--- src/rtl/uirq_pkg.sv ---
package uirq_pkg;

  // Cause register width (bits 12:0)
  localparam int CAUSE_W  = 13;
  localparam int NUM_EVT  = 6;
  localparam int NUM_LIVE = 5;

  // Status word positions
  localparam int ST_RX_TRIG  = 0;
  localparam int ST_RX_EMPTY = 1;
  localparam int ST_RX_FULL  = 2;
  localparam int ST_TX_EMPTY = 3;
  localparam int ST_TX_FULL  = 4;
  localparam int ST_TX_TRIG  = 13;

  // Cause position of the transmit trigger (differs from status)
  localparam int CS_TX_TRIG = 10;

  typedef enum logic [2:0] {
    SEL_MASK_SET = 3'd0,
    SEL_MASK_CLR = 3'd1,
    SEL_MASK     = 3'd2,
    SEL_CAUSE    = 3'd3,
    SEL_STATUS   = 3'd4
  } reg_sel_e;

  typedef struct packed {
    logic set_mask;
    logic clr_mask;
    logic clr_cause;
  } wr_strobe_t;

  // Event vector index -> cause bit position
  function automatic int evt_pos(input int idx);
    case (idx)
      0:       return 5;   // receive overrun
      1:       return 6;   // framing error
      2:       return 7;   // parity error
      3:       return 8;   // receive timeout
      4:       return 9;   // modem status change
      default: return 12;  // transmit overrun
    endcase
  endfunction

  // Cause bit position -> event index, -1 when no event maps there
  function automatic int evt_idx(input int pos);
    for (int i = 0; i < NUM_EVT; i++) begin
      if (evt_pos(i) == pos) return i;
    end
    return -1;
  endfunction

endpackage

--- src/rtl/uirq_status.sv ---
module uirq_status
  import uirq_pkg::*;
#(
  parameter int FIFO_DEPTH = 16,
  parameter int CNT_W      = 5,
  parameter int DATA_W     = 32
) (
  input  logic [CNT_W-1:0]  rx_level,
  input  logic [CNT_W-1:0]  rx_trig_lvl,
  input  logic [CNT_W-1:0]  tx_level,
  input  logic [CNT_W-1:0]  tx_trig_lvl,
  output logic [DATA_W-1:0] status_word
);

  localparam logic [CNT_W-1:0] FULL_CNT = CNT_W'(FIFO_DEPTH);

  always_comb begin
    status_word              = '0;
    status_word[ST_RX_TRIG]  = (rx_level >= rx_trig_lvl);
    status_word[ST_RX_EMPTY] = (rx_level == '0);
    status_word[ST_RX_FULL]  = (rx_level == FULL_CNT);
    status_word[ST_TX_EMPTY] = (tx_level == '0);
    status_word[ST_TX_FULL]  = (tx_level == FULL_CNT);
    status_word[ST_TX_TRIG]  = (tx_level >= tx_trig_lvl);
  end

endmodule

--- src/rtl/uirq_regsel.sv ---
module uirq_regsel
  import uirq_pkg::*;
#(
  parameter int DATA_W = 32,
  parameter int SEL_W  = 3
) (
  input  logic               wr_en,
  input  logic [SEL_W-1:0]   wr_sel,
  input  logic [SEL_W-1:0]   rd_sel,
  input  logic [CAUSE_W-1:0] mask_q,
  input  logic [CAUSE_W-1:0] cause_q,
  input  logic [DATA_W-1:0]  status_word,
  output wr_strobe_t         strb,
  output logic [DATA_W-1:0]  rd_data
);

  localparam int PAD_W = DATA_W - CAUSE_W;

  // Write decode: writes to the mask or status selects fall through
  always_comb begin
    strb = '0;
    if (wr_en) begin
      case (wr_sel)
        SEL_MASK_SET: strb.set_mask  = 1'b1;
        SEL_MASK_CLR: strb.clr_mask  = 1'b1;
        SEL_CAUSE:    strb.clr_cause = 1'b1;
        default:      strb = '0;
      endcase
    end
  end

  // Read mux
  always_comb begin
    case (rd_sel)
      SEL_MASK:   rd_data = {{PAD_W{1'b0}}, mask_q};
      SEL_CAUSE:  rd_data = {{PAD_W{1'b0}}, cause_q};
      SEL_STATUS: rd_data = status_word;
      default:    rd_data = '0;
    endcase
  end

endmodule

--- src/rtl/uirq_mask.sv ---
module uirq_mask
  import uirq_pkg::*;
(
  input  logic               clk,
  input  logic               rst_n,
  input  logic               set_en,
  input  logic               clr_en,
  input  logic [CAUSE_W-1:0] bits,
  output logic [CAUSE_W-1:0] mask_q
);

  always_ff @(posedge clk or negedge rst_n) begin
    if (!rst_n) begin
      mask_q <= '0;
    end else if (set_en) begin
      mask_q <= mask_q | bits;
    end else if (clr_en) begin
      mask_q <= mask_q & ~bits;
    end
  end

endmodule

--- src/rtl/uirq_cause.sv ---
module uirq_cause
  import uirq_pkg::*;
(
  input  logic                clk,
  input  logic                rst_n,
  input  logic [NUM_LIVE-1:0] live_bits,
  input  logic                tx_trig_live,
  input  logic [NUM_EVT-1:0]  evt_vec,
  input  logic                clr_en,
  input  logic [CAUSE_W-1:0]  clr_bits,
  output logic [CAUSE_W-1:0]  cause_q
);

  logic [CAUSE_W-1:0] set_vec;
  logic [CAUSE_W-1:0] clr_vec;

  // Each cause bit picks its source: live flag, remapped trigger, event or none
  for (genvar b = 0; b < CAUSE_W; b++) begin : g_src
    if (b < NUM_LIVE) begin : g_live
      assign set_vec[b] = live_bits[b];
    end else if (b == CS_TX_TRIG) begin : g_ttrig
      assign set_vec[b] = tx_trig_live;
    end else if (evt_idx(b) >= 0) begin : g_evt
      assign set_vec[b] = evt_vec[evt_idx(b)];
    end else begin : g_none
      assign set_vec[b] = 1'b0;
    end
  end

  assign clr_vec = clr_en ? clr_bits : '0;

  // Setting dominates clearing within one cycle
  always_ff @(posedge clk or negedge rst_n) begin
    if (!rst_n) begin
      cause_q <= '0;
    end else begin
      cause_q <= (cause_q & ~clr_vec) | set_vec;
    end
  end

endmodule

--- src/rtl/uart_irq_ctrl.sv ---
module uart_irq_ctrl
  import uirq_pkg::*;
#(
  parameter int FIFO_DEPTH = 16,
  parameter int DATA_W     = 32,
  parameter int SEL_W      = 3,
  localparam int CNT_W     = $clog2(FIFO_DEPTH + 1)
) (
  input  logic              clk,
  input  logic              rst_n,
  input  logic [CNT_W-1:0]  rx_level,
  input  logic [CNT_W-1:0]  rx_trig_lvl,
  input  logic [CNT_W-1:0]  tx_level,
  input  logic [CNT_W-1:0]  tx_trig_lvl,
  input  logic              evt_rx_overrun,
  input  logic              evt_frame_err,
  input  logic              evt_parity_err,
  input  logic              evt_rx_timeout,
  input  logic              evt_modem_chg,
  input  logic              evt_tx_overrun,
  input  logic              wr_en,
  input  logic [SEL_W-1:0]  wr_sel,
  input  logic [DATA_W-1:0] wr_data,
  input  logic [SEL_W-1:0]  rd_sel,
  output logic [DATA_W-1:0] rd_data,
  output logic              irq
);

  logic [DATA_W-1:0]  status_word;
  logic [CAUSE_W-1:0] mask_q;
  logic [CAUSE_W-1:0] cause_q;
  logic [NUM_EVT-1:0] evt_vec;
  logic [CAUSE_W-1:0] wr_bits;
  logic [DATA_W-CAUSE_W-1:0] unused_wr_hi;
  wr_strobe_t         strb;

  assign evt_vec = {evt_tx_overrun, evt_modem_chg, evt_rx_timeout,
                    evt_parity_err, evt_frame_err, evt_rx_overrun};
  assign wr_bits      = wr_data[CAUSE_W-1:0];
  assign unused_wr_hi = wr_data[DATA_W-1:CAUSE_W];

  uirq_status #(
    .FIFO_DEPTH (FIFO_DEPTH),
    .CNT_W      (CNT_W),
    .DATA_W     (DATA_W)
  ) status_i (
    .rx_level    (rx_level),
    .rx_trig_lvl (rx_trig_lvl),
    .tx_level    (tx_level),
    .tx_trig_lvl (tx_trig_lvl),
    .status_word (status_word)
  );

  uirq_regsel #(
    .DATA_W (DATA_W),
    .SEL_W  (SEL_W)
  ) regsel_i (
    .wr_en       (wr_en),
    .wr_sel      (wr_sel),
    .rd_sel      (rd_sel),
    .mask_q      (mask_q),
    .cause_q     (cause_q),
    .status_word (status_word),
    .strb        (strb),
    .rd_data     (rd_data)
  );

  uirq_mask mask_i (
    .clk    (clk),
    .rst_n  (rst_n),
    .set_en (strb.set_mask),
    .clr_en (strb.clr_mask),
    .bits   (wr_bits),
    .mask_q (mask_q)
  );

  uirq_cause cause_i (
    .clk          (clk),
    .rst_n        (rst_n),
    .live_bits    (status_word[NUM_LIVE-1:0]),
    .tx_trig_live (status_word[ST_TX_TRIG]),
    .evt_vec      (evt_vec),
    .clr_en       (strb.clr_cause),
    .clr_bits     (wr_bits),
    .cause_q      (cause_q)
  );

  assign irq = |(mask_q & cause_q);

endmodule

--- config.mk ---
export PLATFORM = sky130hd
export DESIGN_NAME = uart_irq_ctrl
export DESIGN_NICKNAME = d
export VERILOG_FILES = /design/src/rtl/uirq_pkg.sv /design/src/rtl/uirq_status.sv /design/src/rtl/uirq_regsel.sv /design/src/rtl/uirq_mask.sv /design/src/rtl/uirq_cause.sv /design/src/rtl/uart_irq_ctrl.sv
export SDC_FILE = /design/constraint.sdc
export NUM_CORES = 1
export LEC_CHECK = 0
export CAP_MARGIN = 25
export CORE_MARGIN = 2
export CORE_UTILIZATION = 40
export CTS_BUF_LIST = sky130_fd_sc_hd__clkbuf_8
export DETAILED_ROUTE_END_ITERATION = 8
export PLACE_DENSITY = 0.95
export SYNTH_ARGS = -nofsm -noshare
export SYNTH_HDL_FRONTEND = slang
export SYNTH_SLANG_ARGS = --single-unit
--- constraint.sdc ---
create_clock -name clk -period 3.1 [get_ports clk]
set_input_delay 0.62 -clock clk [delete_from_list [all_inputs] [get_ports clk]]
set_output_delay 0.62 -clock clk [all_outputs]
set_load 0.005 [all_outputs]
==> results of run 1 <==
## synth_stat cells (all sizes together)
master    n
dfrtp    26
o31ai     1
nor2b     1
a221oi    2
nor2     11
and2      1
a31oi     6
and4b     1
o2bb2ai   1
nand2b    2
a21oi     7
a21boi    1
nand3     3
o32ai     1
mux2i    13
nand2    37
conb      1
a222oi    1
o21ai    13
clkbuf    2
inv      12
a22o      3
buf      22
nor4      2
a21o      8
nor3b     1
a211oi    1
a22oi     2
ha       10
o22ai     1
## metrics by stage
| step | util (%) | power, W | instance area [um^2] | hold slack, ns | cells |
|---|---|---|---|---|---|
| floorplan | - | 0.000560 | 1770 | 0.324 | 210 |
| global placement | 58.1 | 0.000675 | 2360 | 0.481 | 308 |
| detailed placement | 58.1 | 0.000689 | 2360 | 0.492 | 308 |
| CTS | 59.3 | 0.000877 | 2410 | 0.512 | 311 |
| global route | 59.5 | 0.000927 | 2410 | 0.545 | 311 |
| finish | 59.5 | 0.000872 | 2410 | 0.512 | 311 |
## worst reg2reg max path, delay by kind of cell, from the launching register on
family | cells | cell delay (ns)
compound gates | 2 | 0.18
flops | 1 | 0.41
## power by group through the flow
stage / clock, W / sequential, W / combinational [W]
floorplan: 0 / 0.000420 / 0.000140
global placement: 0 / 0.000429 / 0.000246
detailed placement: 0 / 0.000434 / 0.000255
CTS: 0.000193 / 0.000427 / 0.000257
global route: 0.000209 / 0.000433 / 0.000286
finish: 0.000188 / 0.000428 / 0.000255
## cell families (layout without fill, tap and decap cells)
logic type | Yosys count | count (layout) | share of synthesized area, %
adder cells (fa/ha/maj) | 10 | 10 | 7.32
AND/OR/NAND/NOR | 59 | 59 | 15.7
buffers and inverters | 36 | 87 | 12.8
flip-flops | 26 | 26 | 38.1
multiplexers | 13 | 13 | 7.61
other | 1 | 18 | 0.219
AO/OA/AOI/OAI | 48 | 48 | 18.3
## cell type report
type,count,area share (%)
Multi-Input combinational cell,148,38.1
Timing Repair Buffer,72,28.8
Sequential cell,26,27.0
Tap cell,50,2.59
Inverter,12,1.87
Clock buffer,3,1.71
## what timing repair did
item,CTS,global route
resized for setup,2,1
cloned,0,0
setup endpoints to repair,2,2
pin swaps,1,1
## per-layer routing
| metal | wire, um | vias up |
|---|---|---|
| met4 | 56 | 0 |
| met2 | 1930 | 69 |
| met3 | 334 | 5 |
| met1 | 1720 | 717 |
| met5 | 0 | - |
| li1 | - | 767 |
## path summary, 6_finish.rpt
path / start / endpoint / slack, ns / cells past startpoint
worst min-delay path: cause_i.cause_q[10] / cause_i.cause_q[10] / 0.51 / 2
worst min register to register: cause_i.cause_q[10] / cause_i.cause_q[10] / 0.51 / 2
worst max register to register: register / register / 2.36 / 2
max in group asynchronous: rst_n / asynchronous set/reset pin / 2.15 / 2
min in group asynchronous: rst_n / cause_i.cause_q[7] / 0.71 / 2
worst max-delay path: rx_level[0] / rd_data[1] / 0.11 / 6
==> flow_summary.json, run 1 <==
{
  "yosys.area.top_type": "dfrtp_1",
  "routed_wirelength_mm": 4.03,
  "via_per_inst": 5.01,
  "period_minus_slack_ns": 2.99,
  "pwr-share-seq_pct": 49.1,
  "die_area_mm2": 0.00481,
  "nets": 340,
  "final_common_cell": "clkdlybuf4s50_1",
  "final_cell_mix": "clkdlybuf4s50_1, nand2_1, dfrtp_1",
  "setup_tns_ns": 0,
  "cts_root_buffer": "clkbuf_8",
  "core_area_mm2": 0.00406,
  "drt-initial-drc-count": 41,
  "p_leak_nw": 1.07,
  "numCtsBuffers": 3,
  "slew-limit-headroom_pct": 52.3,
  "die_h_um": 69.4,
  "synth-seq-cells": 26,
  "wl_per_cell_um": 13.0,
  "comb_power_share_pct": 29.3,
  "diodes": 0,
  "antenna_found_initial": 0,
  "status": "complete, no violations",
  "place_ws_ns": -0.0704,
  "yosys.area.top_type_share_pct": 38.1,
  "area_delta_synth_final_pct": 41.2,
  "multi_input_area_um2": 920,
  "vdd_drop_max_mv": 0.226,
  "io_buffer_count": 62,
  "finalMaxSlewViolations": 0,
  "required_ns": 2.48,
  "drt_first_pass_iters": 4,
  "hold_class": "register to register",
  "ys_warn_count": 0,
  "grt_setup_unrepaired": "false",
  "max_freq_ghz": 0.335,
  "synth_area_per_cell_um2": 8.86,
  "route.vias.total": 1558,
  "dieWidth_um": 69.4,
  "path_cells": "clkdlybuf4s50_1 -> buf_4 -> nor4_4 -> inv_1 -> o32ai_2 -> clkdlybuf4s50_1",
  "maxCapViolations": 0,
  "synth_area_leaders": "dfrtp_1, buf_4, nand2_1",
  "synth_cells": 193,
  "syn_area_mm2": 0.00171,
  "holdBufCountCts": 0,
  "worstPathArrival_ns": 2.37,
  "grt_max_degree": 27,
  "cts.sinks": 26,
  "start_util_pct": 42.1,
  "grtUsageMet3_pct": 3.63,
  "nFillCells": 370,
  "clkLatencyLatePin_ns": 0.27,
  "crit_top_cell": "clkdlybuf4s50_1",
  "synth_cell_type_count": 33,
  "gp_congestion": 0.816,
  "cts_max_path_buffers": 2,
  "post_cts_buffers": 0,
  "critPathCaptureType": "output pin",
  "clk_pin_slew_ns": 0.08,
  "cp_top_family": "buffers and inverters",
  "worstMarginPinSlew_ns": 0.715,
  "worst-setup-path-type": "input port to output pin",
  "fin_crit_sh_pct": 96.4,
  "p_per_area_mw_per_mm2": 361,
  "grt_use_met1_pct": 21.0,
  "drive_above_1_share_pct": 6.13,
  "ys_seq_area_share_pct": 38.1,
  "busiest_layer": "met2",
  "htree_levels": 1,
  "regArea_um2": 651,
  "cp.buffers_inverters": 4,
  "setup_slack_ns": 0.113,
  "start_kind": "input port",
  "finClkSkew_ns": 0,
  "ios": 100,
  "track_usage_pct": 17.2,
  "crit_fanout": 2,
  "finalSetupViolations": 0,
  "drc": 0,
  "swShare_pct": 28.5,
  "grt_pass1_wl_mm": 6.81,
  "intPower_w": 0.000623,
  "hold_violations": 0,
  "overflow": 0,
  "clkPwrFrac_pct": 21.6,
  "cts_tree": "done",
  "cp_slowest_cell": "clkdlybuf4s50_1",
  "rows": 23,
  "antenna_left": 0,
  "slowest_delay_ns": 0.54,
  "p_switching_w": 0.000249,
  "dp_hpwl_mm": 3.13,
  "first_global_vias": 1588,
  "use_met2_pct": 29.7
}
No activity file was read; power rests on OpenSTA's default activity.
==> run 2, diff against run 1 <==
Settings changed: MAX_ROUTING_LAYER set to met4.
==> run 2 against run 1 <==
Clock-buffer cell count unchanged. Clock skew unchanged. Flip-flop and latch count unchanged. Non-clock buffer count unchanged. Die area unchanged. Highest routed layer unchanged. Hold slack about the same. Maximum frequency about the same. Sequential share of layout area unchanged. Final cell count unchanged. Cell area unchanged.
==> flow_summary.json, run 2 (same netlist as run 1, synthesis figures left out) <==
{
  "regArea_um2": 651,
  "clk_pin_slew_ns": 0.08,
  "multi_input_area_um2": 920,
  "overflow": 0,
  "antenna_left": 0,
  "place_ws_ns": -0.0704,
  "clkLatencyLatePin_ns": 0.27,
  "min_from": "cause_i.cause_q[10]",
  "slew-limit-headroom_pct": 52.3,
  "setup_tns_ns": 0,
  "grt_pass1_wl_mm": 6.81,
  "p_leak_nw": 1.07,
  "drt_first_pass_iters": 4,
  "first_global_vias": 1588,
  "worstHoldEndpoint": "cause_i.cause_q[10]",
  "die_area_mm2": 0.00481,
  "vdd_drop_max_mv": 0.227,
  "drt-initial-drc-count": 42,
  "core_area_mm2": 0.00406,
  "comb_power_share_pct": 29.3,
  "max_freq_ghz": 0.335,
  "wl_per_cell_um": 13.0,
  "io_buffer_count": 62,
  "dieWidth_um": 69.4,
  "grt_max_degree": 27,
  "ff2ff_setup_slack_ns": 2.36,
  "worstPathArrival_ns": 2.37,
  "cts_max_path_buffers": 2,
  "period_minus_slack_ns": 2.99,
  "holdBufCountCts": 0,
  "finalMaxSlewViolations": 0,
  "pwr-share-seq_pct": 49.0,
  "start_util_pct": 42.1,
  "nets": 340,
  "intPower_w": 0.000623,
  "rows": 23,
  "die_h_um": 69.4,
  "finalSetupViolations": 0,
  "start_kind": "input port",
  "p_switching_w": 0.000250,
  "whs_path_depth": 2,
  "fin_crit_sh_pct": 96.3,
  "placed_cell_area_mm2": 0.00236,
  "gp_congestion": 0.828,
  "maxCapViolations": 0,
  "cts_tree": "done",
  "route.vias.total": 1562,
  "cts_root_buffer": "clkbuf_8",
  "dp_hpwl_mm": 3.13,
  "status": "complete, no violations",
  "drive_above_1_share_pct": 6.13,
  "htree_levels": 1,
  "final_area_mm2": 0.00241,
  "numCtsBuffers": 3,
  "crit_fanout": 2,
  "swShare_pct": 28.7,
  "hold_violations": 0,
  "required_ns": 2.48,
  "critPathCaptureType": "output pin",
  "finClkSkew_ns": 0,
  "cts.sinks": 26,
  "hold_class": "register to register",
  "grt_setup_unrepaired": "false",
  "post_cts_buffers": 0,
  "setup_slack_ns": 0.114,
  "reg2reg_depth": 2,
  "routed_wirelength_mm": 4.04,
  "ios": 100,
  "area_delta_synth_final_pct": 41.2,
  "final_cell_mix": "clkdlybuf4s50_1, nand2_1, dfrtp_1",
  "p_total_w": 0.000873,
  "track_usage_pct": 17.7,
  "worst-setup-path-type": "input port to output pin",
  "nFillCells": 370,
  "via_per_inst": 5.02,
  "diodes": 0,
  "hold_ws_ns": 0.512,
  "final_common_cell": "clkdlybuf4s50_1",
  "worstMarginPinSlew_ns": 0.715,
  "clkPwrFrac_pct": 21.7,
  "p_per_area_mw_per_mm2": 362,
  "antenna_found_initial": 0,
  "drc": 0
}
[run 2: cell counts in the layout (fill, tap and decap cells not counted)]
Identical to the previous run, type by type.
[run 2: worst max path at each step]
stage / from / endpoint
2_1_floorplan: rx_level[0] / rd_data[0]
3_3_place_gp: rx_level[0] / rd_data[0]
3_5_place_dp: rx_level[0] / rd_data[0]
4_1_cts: rx_level[0] / rd_data[1]
5_1_grt: tx_level[0] / rd_data[13]
6_report: rx_level[0] / rd_data[1]
[run 2: layer usage]
metal	part of all wire, %	track usage, %	up-vias
li1	-	-	767
met1	44	21.4	721
met2	47	29.7	69
met3	7.6	3.05	5
met4	1.5	6.54	0
met5	0	-	-
[run 2: layout make-up]
cell class | instances | area share [%]
inverter | 12 | 1.87
sequential | 26 | 27.0
tap | 50 | 2.59
clock buffer | 3 | 1.71
timing repair buffer | 72 | 28.8
multi-input combinational | 148 | 38.1
[run 2: worst max-delay path, stage by stage]
cell	delay (ns)
clkdlybuf4s50_1	0.42
buf_4	0.15
nor4_4	0.31
inv_1	0.11
o32ai_2	0.22
clkdlybuf4s50_1	0.54
[run 2: power groups by stage]
stage               sequential, W  combinational [W]  clock [W]
CTS                      0.000427           0.000257   0.000193
finish                   0.000428           0.000256   0.000190
detailed placement       0.000434           0.000255          0
floorplan                0.000420           0.000140          0
global placement         0.000429           0.000246          0
global route             0.000433           0.000286   0.000209
[run 2: timing repair]
action,CTS,global route
endpoints found under the setup margin,2,2
pin swaps,1,1
gates resized for setup,2,1
gates cloned,0,0
[run 2: per-stage QoR]
step / util, % / instances
floorplan: - / 210
global placement: 58.1 / 308
detailed placement: 58.1 / 308
CTS: 59.3 / 311
global route: 59.5 / 311
finish: 59.5 / 311
